## src/rtl/smb_csr_pkg.sv

```systemverilog
package smb_csr_pkg;
  typedef enum logic [3:0] {
    S_IDLE, S_ADDR, S_CCODE, S_CNT, S_CMD, S_REG, S_WEND, S_TX, S_SKIP
  } rx_st_e;

  localparam int STAT_RD_BIT  = 0;
  localparam int STAT_ERR_BIT = 1;
endpackage

```

## src/rtl/smb_rx_decode.sv

```systemverilog
module smb_rx_decode
  import smb_csr_pkg::*;
#(
  parameter int         ADDR_W   = 16,
  parameter logic [6:0] SLV_ADDR = 7'h52
) (
  input  logic              clk_i,
  input  logic              rst_ni,
  input  logic              start_i,
  input  logic              stop_i,
  input  logic              rx_valid_i,
  input  logic [7:0]        rx_byte_i,
  input  logic              rdy_i,
  output logic              rx_ack_o,
  output logic              launch_o,
  output logic [ADDR_W-1:0] launch_addr_o,
  output logic              grant_o
);
  localparam int AB      = ADDR_W / 8;
  localparam int REQ_CNT = 1 + AB;
  localparam int CW      = (AB > 1) ? $clog2(AB) : 1;

  rx_st_e            st_q, st_d;
  logic              cc_seen_q;
  logic [CW-1:0]     bidx_q;
  logic [ADDR_W-1:0] addr_q;
  logic              cc_hit, reg_hit;

  always_comb begin
    st_d     = st_q;
    rx_ack_o = 1'b0;
    launch_o = 1'b0;
    grant_o  = 1'b0;
    cc_hit   = 1'b0;
    reg_hit  = 1'b0;
    if (start_i) begin
      st_d = S_ADDR;
    end else if (stop_i) begin
      launch_o = (st_q == S_WEND);
      st_d     = S_IDLE;
    end else if (rx_valid_i) begin
      unique case (st_q)
        S_ADDR: begin
          if (rx_byte_i[7:1] != SLV_ADDR) begin
            st_d = S_SKIP;
          end else if (!rx_byte_i[0]) begin
            rx_ack_o = 1'b1;
            st_d     = S_CCODE;
          end else if (cc_seen_q && rdy_i) begin
            rx_ack_o = 1'b1;
            grant_o  = 1'b1;
            st_d     = S_TX;
          end else begin
            st_d = S_SKIP;
          end
        end
        S_CCODE: begin
          rx_ack_o = 1'b1;
          cc_hit   = 1'b1;
          st_d     = S_CNT;
        end
        S_CNT: begin
          if (rx_byte_i == 8'(REQ_CNT)) begin
            rx_ack_o = 1'b1;
            st_d     = S_CMD;
          end else begin
            st_d = S_SKIP;
          end
        end
        S_CMD: begin
          if (rx_byte_i[0]) begin
            rx_ack_o = 1'b1;
            st_d     = S_REG;
          end else begin
            st_d = S_SKIP;
          end
        end
        S_REG: begin
          rx_ack_o = 1'b1;
          reg_hit  = 1'b1;
          if (bidx_q == CW'(AB - 1)) st_d = S_WEND;
        end
        default: st_d = S_SKIP;
      endcase
    end
  end

  always_ff @(posedge clk_i or negedge rst_ni) begin
    if (!rst_ni) begin
      st_q      <= S_IDLE;
      cc_seen_q <= 1'b0;
      bidx_q    <= '0;
      addr_q    <= '0;
    end else begin
      st_q <= st_d;
      if (stop_i) cc_seen_q <= 1'b0;
      else if (cc_hit) cc_seen_q <= 1'b1;
      else if (rx_valid_i && !start_i && st_q == S_ADDR) cc_seen_q <= 1'b0;
      if (st_d == S_CMD) bidx_q <= '0;
      else if (reg_hit) begin
        addr_q[bidx_q*8 +: 8] <= rx_byte_i;
        bidx_q                <= bidx_q + 1'b1;
      end
    end
  end

  assign launch_addr_o = addr_q;
endmodule

```

## src/rtl/smb_csr_fetch.sv

```systemverilog
module smb_csr_fetch #(
  parameter int ADDR_W = 16,
  parameter int DATA_W = 32
) (
  input  logic              clk_i,
  input  logic              rst_ni,
  input  logic              launch_i,
  input  logic [ADDR_W-1:0] launch_addr_i,
  output logic              req_o,
  output logic [ADDR_W-1:0] req_addr_o,
  input  logic              rack_i,
  input  logic [DATA_W-1:0] rdata_i,
  input  logic              rerr_i,
  output logic              rdy_o,
  output logic              err_o,
  output logic [ADDR_W-1:0] rsp_addr_o,
  output logic [DATA_W-1:0] rsp_data_o
);
  logic              req_q, redo_q, rdy_q, err_q;
  logic [ADDR_W-1:0] req_addr_q, pend_q, rsp_addr_q;
  logic [DATA_W-1:0] data_q;
  logic              fire;

  assign fire = req_q && rack_i;

  always_ff @(posedge clk_i or negedge rst_ni) begin
    if (!rst_ni) begin
      req_q      <= 1'b0;
      redo_q     <= 1'b0;
      rdy_q      <= 1'b0;
      err_q      <= 1'b0;
      req_addr_q <= '0;
      pend_q     <= '0;
      rsp_addr_q <= '0;
      data_q     <= '0;
    end else begin
      if (launch_i) rdy_q <= 1'b0;
      if (fire) begin
        if (launch_i) begin
          // stale answer: reissue with the new address
          req_addr_q <= launch_addr_i;
          redo_q     <= 1'b0;
        end else if (redo_q) begin
          req_addr_q <= pend_q;
          redo_q     <= 1'b0;
        end else begin
          req_q      <= 1'b0;
          rdy_q      <= 1'b1;
          err_q      <= rerr_i;
          rsp_addr_q <= req_addr_q;
          data_q     <= rerr_i ? '0 : rdata_i;
        end
      end else if (launch_i) begin
        if (req_q) begin
          redo_q <= 1'b1;
          pend_q <= launch_addr_i;
        end else begin
          req_q      <= 1'b1;
          req_addr_q <= launch_addr_i;
        end
      end
    end
  end

  assign req_o      = req_q;
  assign req_addr_o = req_addr_q;
  assign rdy_o      = rdy_q;
  assign err_o      = err_q;
  assign rsp_addr_o = rsp_addr_q;
  assign rsp_data_o = data_q;
endmodule

```

## src/rtl/smb_rsp_fmt.sv

```systemverilog
module smb_rsp_fmt
  import smb_csr_pkg::*;
#(
  parameter int ADDR_W = 16,
  parameter int DATA_W = 32
) (
  input  logic              clk_i,
  input  logic              rst_ni,
  input  logic              grant_i,
  input  logic              tx_next_i,
  input  logic              err_i,
  input  logic [ADDR_W-1:0] rsp_addr_i,
  input  logic [DATA_W-1:0] rsp_data_i,
  output logic [7:0]        tx_byte_o,
  output logic [$clog2(2+ADDR_W/8+DATA_W/8)-1:0] idx_o
);
  localparam int AB = ADDR_W / 8;
  localparam int DB = DATA_W / 8;
  localparam int N  = 2 + AB + DB;
  localparam int IW = $clog2(N);

  logic [7:0]    rsp_b [N];
  logic [IW-1:0] idx_q;
  logic [7:0]    stat;

  always_comb begin
    stat               = '0;
    stat[STAT_RD_BIT]  = 1'b1;
    stat[STAT_ERR_BIT] = err_i;
  end

  assign rsp_b[0] = 8'(N - 1);
  assign rsp_b[1] = stat;

  for (genvar a = 0; a < AB; a++) begin : g_abyte
    assign rsp_b[2+a] = rsp_addr_i[a*8 +: 8];
  end
  for (genvar d = 0; d < DB; d++) begin : g_dbyte
    assign rsp_b[2+AB+d] = rsp_data_i[d*8 +: 8];
  end

  always_ff @(posedge clk_i or negedge rst_ni) begin
    if (!rst_ni) idx_q <= '0;
    else if (grant_i) idx_q <= '0;
    else if (tx_next_i && idx_q != IW'(N - 1)) idx_q <= idx_q + 1'b1;
  end

  assign tx_byte_o = rsp_b[idx_q];
  assign idx_o     = idx_q;
endmodule

```

## src/rtl/smb_csr_bridge.sv

```systemverilog
module smb_csr_bridge
  import smb_csr_pkg::*;
#(
  parameter int         ADDR_W   = 16,
  parameter int         DATA_W   = 32,
  parameter logic [6:0] SLV_ADDR = 7'h52
) (
  input  logic              clk_i,
  input  logic              rst_ni,
  input  logic              start_i,
  input  logic              stop_i,
  input  logic              rx_valid_i,
  input  logic [7:0]        rx_byte_i,
  output logic              rx_ack_o,
  input  logic              tx_next_i,
  output logic [7:0]        tx_byte_o,
  output logic              req_o,
  output logic [ADDR_W-1:0] req_addr_o,
  input  logic              rack_i,
  input  logic [DATA_W-1:0] rdata_i,
  input  logic              rerr_i
);
  localparam int IW = $clog2(2 + ADDR_W/8 + DATA_W/8);

  logic              launch, grant, rdy, err;
  logic [ADDR_W-1:0] launch_addr, rsp_addr;
  logic [DATA_W-1:0] rsp_data;
  logic [IW-1:0]     tx_idx;

  smb_rx_decode #(.ADDR_W(ADDR_W), .SLV_ADDR(SLV_ADDR)) u_dec (
    .clk_i, .rst_ni, .start_i, .stop_i, .rx_valid_i, .rx_byte_i,
    .rdy_i(rdy), .rx_ack_o, .launch_o(launch),
    .launch_addr_o(launch_addr), .grant_o(grant)
  );

  smb_csr_fetch #(.ADDR_W(ADDR_W), .DATA_W(DATA_W)) u_fetch (
    .clk_i, .rst_ni, .launch_i(launch), .launch_addr_i(launch_addr),
    .req_o, .req_addr_o, .rack_i, .rdata_i, .rerr_i,
    .rdy_o(rdy), .err_o(err), .rsp_addr_o(rsp_addr), .rsp_data_o(rsp_data)
  );

  smb_rsp_fmt #(.ADDR_W(ADDR_W), .DATA_W(DATA_W)) u_rsp (
    .clk_i, .rst_ni, .grant_i(grant), .tx_next_i, .err_i(err),
    .rsp_addr_i(rsp_addr), .rsp_data_i(rsp_data),
    .tx_byte_o, .idx_o(tx_idx)
  );
endmodule

```

## config.mk

```make
export PLATFORM = sky130hd
export DESIGN_NAME = smb_csr_bridge
export DESIGN_NICKNAME = d
export VERILOG_FILES = /design/src/rtl/smb_csr_pkg.sv /design/src/rtl/smb_rx_decode.sv /design/src/rtl/smb_csr_fetch.sv /design/src/rtl/smb_rsp_fmt.sv /design/src/rtl/smb_csr_bridge.sv
export SDC_FILE = /design/constraint.sdc
export NUM_CORES = 1
export LEC_CHECK = 0
export CORE_ASPECT_RATIO = 0.7
export CORE_MARGIN = 3
export CORE_UTILIZATION = 45
export CTS_BUF_LIST = sky130_fd_sc_hd__clkbuf_8 sky130_fd_sc_hd__clkbuf_16
export CTS_CLUSTER_SIZE = 24
export DETAILED_ROUTE_END_ITERATION = 12
export HOLD_SLACK_MARGIN = 0.15
export PLACE_DENSITY = 0.68
export SLEW_MARGIN = 20
export SYNTH_ARGS = -nofsm -noshare
export SYNTH_HDL_FRONTEND = slang
export SYNTH_SLANG_ARGS = --single-unit
```

## constraint.sdc

```tcl
create_clock -name clk_i -period 3.4 [get_ports clk_i]
set_clock_uncertainty 0.1 [all_clocks]
set_input_delay 0.68 -clock clk_i [delete_from_list [all_inputs] [get_ports clk_i]]
set_output_delay 0.68 -clock clk_i [all_outputs]
set_load 0.01 [all_outputs]
```

==> flow_summary.ini <==
[synthesis]
synth-edff-count = 0
synth_fp_nets = 500
ys_seq_elements = 109
syn_area_sq_um = 5130
syn_area_per_cell_sq_um = 11.4
ys.flop_type = dfrtp_1
ys_seq_area_share_pct = 53.1
synth_cell_types = 51
synthCells = 450
async_reset_ff_share_pct = 100
yosys_warnings = 0

[worst_setup_path]
startpoint_type = primary input
endpoint_kind = output pin
critPathArrivalTime_ns = 2.54
crit_fanout = 3
critPathRequiredTime_ns = 2.62
crit_type = primary input to output pin

[clock_network]
post_cts_buffers = 0
cts-resized-gates = 2
clkTransAtPathRegs_ns = 0.07
cts_tree = yes
cts.path.max_buffers = 2
cts_buffers = 9
ctsHoldBuffers = 0
worst_skew_pair.late_latency_ns = 0.34
cts_max_level = 3
cts_sinks = 109
root_buffer = clkbuf_16

[floorplan]
die_area_sq_um = 12700
placeableCoreArea_sq_um = 10700
io_pins = 74
die_w_microns = 134
initial_core_util_pct = 47.8
dieHeight_microns = 95.4
row_count = 31

[worst_hold_path]
hold_path_class = primary input to asynchronous set/reset pin

[sta]
holdWs_ns = 0.296
setup_violations = 0
finalCriticalPeriod_ns = 3.32
slew_violations = 0
slew_headroom_pct = 50.7
finalHoldViolations = 0
rsz0062_at_grt = no
min_period_over_period_pct = 97.6
max_freq_ghz = 0.301
tightest_slew_ns = 0.738

[placement]
portBuffers = 73
routabilityCongestion = 0.915
hpwl_microns = 7930

[finish]
drive_gt1_share_pct = 20.0
final_util_pct = 59.6
final_nets = 575
insertedDiodeCount = 0
syn_to_final_growth_pct = 24.7

[route]
vias = 3632
drc = 0
wirelength_microns = 11100
viasPerCell = 5.36
first_pass_iters = 6
postRouteAntennaNets = 0
drtIter0Drc = 309
wire_per_inst_microns = 16.4

[pwr]
ir_drop_mv = 0.284
p_leak_nw = 2.84
p_total_w = 0.00282
power_density_nw_per_um2 = 441

[job]
cap_violations = 0

[global_routing]
grt_pass1_wl_microns = 18800
grt_overflow = 0
grt_max_degree = 83
track_usage_pct = 18.8
grt_pass1_vias = 3676
antenna_found_initial = 0

[run_status]
status = finished, final reports clean
worst max-delay path: stages:
cell,delay [ns]
clkdlybuf4s50_1,0.42
or3_4,0.43
buf_4,0.16
nor3_1,0.17
o221a_2,0.22
and4b_1,0.19
dlygate4sd2_1,0.26
registers in the layout, indices dropped and copies added (netlist names):
name	count
u_dec.cc_seen_q	1
u_fetch.pend_q	16
u_dec.launch_addr_o	16
u_fetch.req_addr_o	16
u_dec.bidx_q	1
u_dec.st_q	4
u_fetch.rsp_data_o	32
u_fetch.err_o	1
u_fetch.rdy_o	1
u_fetch.rsp_addr_o	16
u_fetch.redo_q	1
u_fetch.req_o	1
u_rsp.idx_o	3
final timing paths:
| path | slack (ns) | cells past startpoint | startpoint | endpoint |
|---|---|---|---|---|
| worst max register to register | 1.03 | 5 | u_dec.st_q[2]$_DFF_PN0_ | u_dec.bidx_q$_DFFE_PN0P_ |
| worst min register to register | 0.38 | 2 | u_fetch.rsp_data_o[31]$_DFFE_PN0P_ | u_fetch.rsp_data_o[31]$_DFFE_PN0P_ |
| worst max-delay path | 0.08 | 7 | rx_byte_i[4] | rx_ack_o |
| min in group clk_i | 0.38 | 2 | u_fetch.rsp_data_o[31]$_DFFE_PN0P_ | u_fetch.rsp_data_o[31]$_DFFE_PN0P_ |
| max in group asynchronous | 2.16 | 2 | rst_ni | u_fetch.pend_q[15]$_DFFE_PN0P_ |
| worst min-delay path | 0.30 | 1 | rst_ni | u_fetch.rsp_data_o[0]$_DFFE_PN0P_ |
per-layer routing:
layer	GRT usage [%]	vias up	routed length (microns)
li1	-	1748	-
met1	26.6	1787	5430
met2	28.5	90	4970
met3	6.54	7	666
met4	3.77	0	70
met5	0	-	0
cell usage after synthesis (4+ instances only):
cell type,count,area [sq um]
a21oi_1,8,40.0
buf_2,7,35.0
o21ai_0,56,280
mux2i_1,24,240
dfrtp_1,109,2730
mux2_2,49,552
inv_1,6,22.5
mux4_2,8,180
nor2_1,8,30.0
nand2_1,61,229
buf_1,4,15.0
nand2b_1,37,231
clkbuf_1,17,63.8
layout by cell type, fill, tap and decap left out, drive strengths merged, types with 8 or more instances in the layout:
cell,instances
o21ai,56
mux2i,24
inv,11
buf,20
dfrtp,109
nor2,8
mux2,49
nand2,61
mux4,8
clkbuf,9
a21oi,9
clkdlybuf4s50,71
nand2b,37
through the flow:
step                      setup TNS (ns)  instances  worst slack (ns)  cell area, sq um
after CTS                              0        678            0.0728              6400
after floorplan                        0        450             0.800              5130
final                                  0        678            0.0829              6400
after global routing                   0        678            0.0209              6400
after detailed placement          -0.272        662            -0.272              6120
after global placement            -0.236        662            -0.236              6120
cells by family (layout without fill, tap and decap cells):
group                    count (synthesis)  after routing  share of synthesized area, %
AO/OA/AOI/OAI                           89             89                          10.9
XOR/XNOR                                 2              2                         0.341
AND/OR/NAND/NOR                        133            133                          13.6
flip-flops                             109            109                          53.1
buffers and inverters                   34            114                          2.66
adder cells (fa/ha/maj)                  2              2                         0.487
multiplexers                            81             81                          18.9
power breakdown:
part	internal (W)	switching, W	total [W]	leakage [nW]
clock network	0.000510	0.000489	0.000999	0.145
registers	0.00131	0.0000875	0.00140	1.51
logic	0.000238	0.000184	0.000421	1.18
layout make-up:
cell class / count / area (sq um)
Fill cell: 874 / 4340
Sequential cell: 109 / 2730
Multi-Input combinational cell: 307 / 2280
Timing Repair Buffer: 92 / 907
Clock buffer: 9 / 225
Tap cell: 148 / 185
Clock inverter: 7 / 57.6
Inverter: 6 / 22.5
Power figures use the tool's default switching activity.
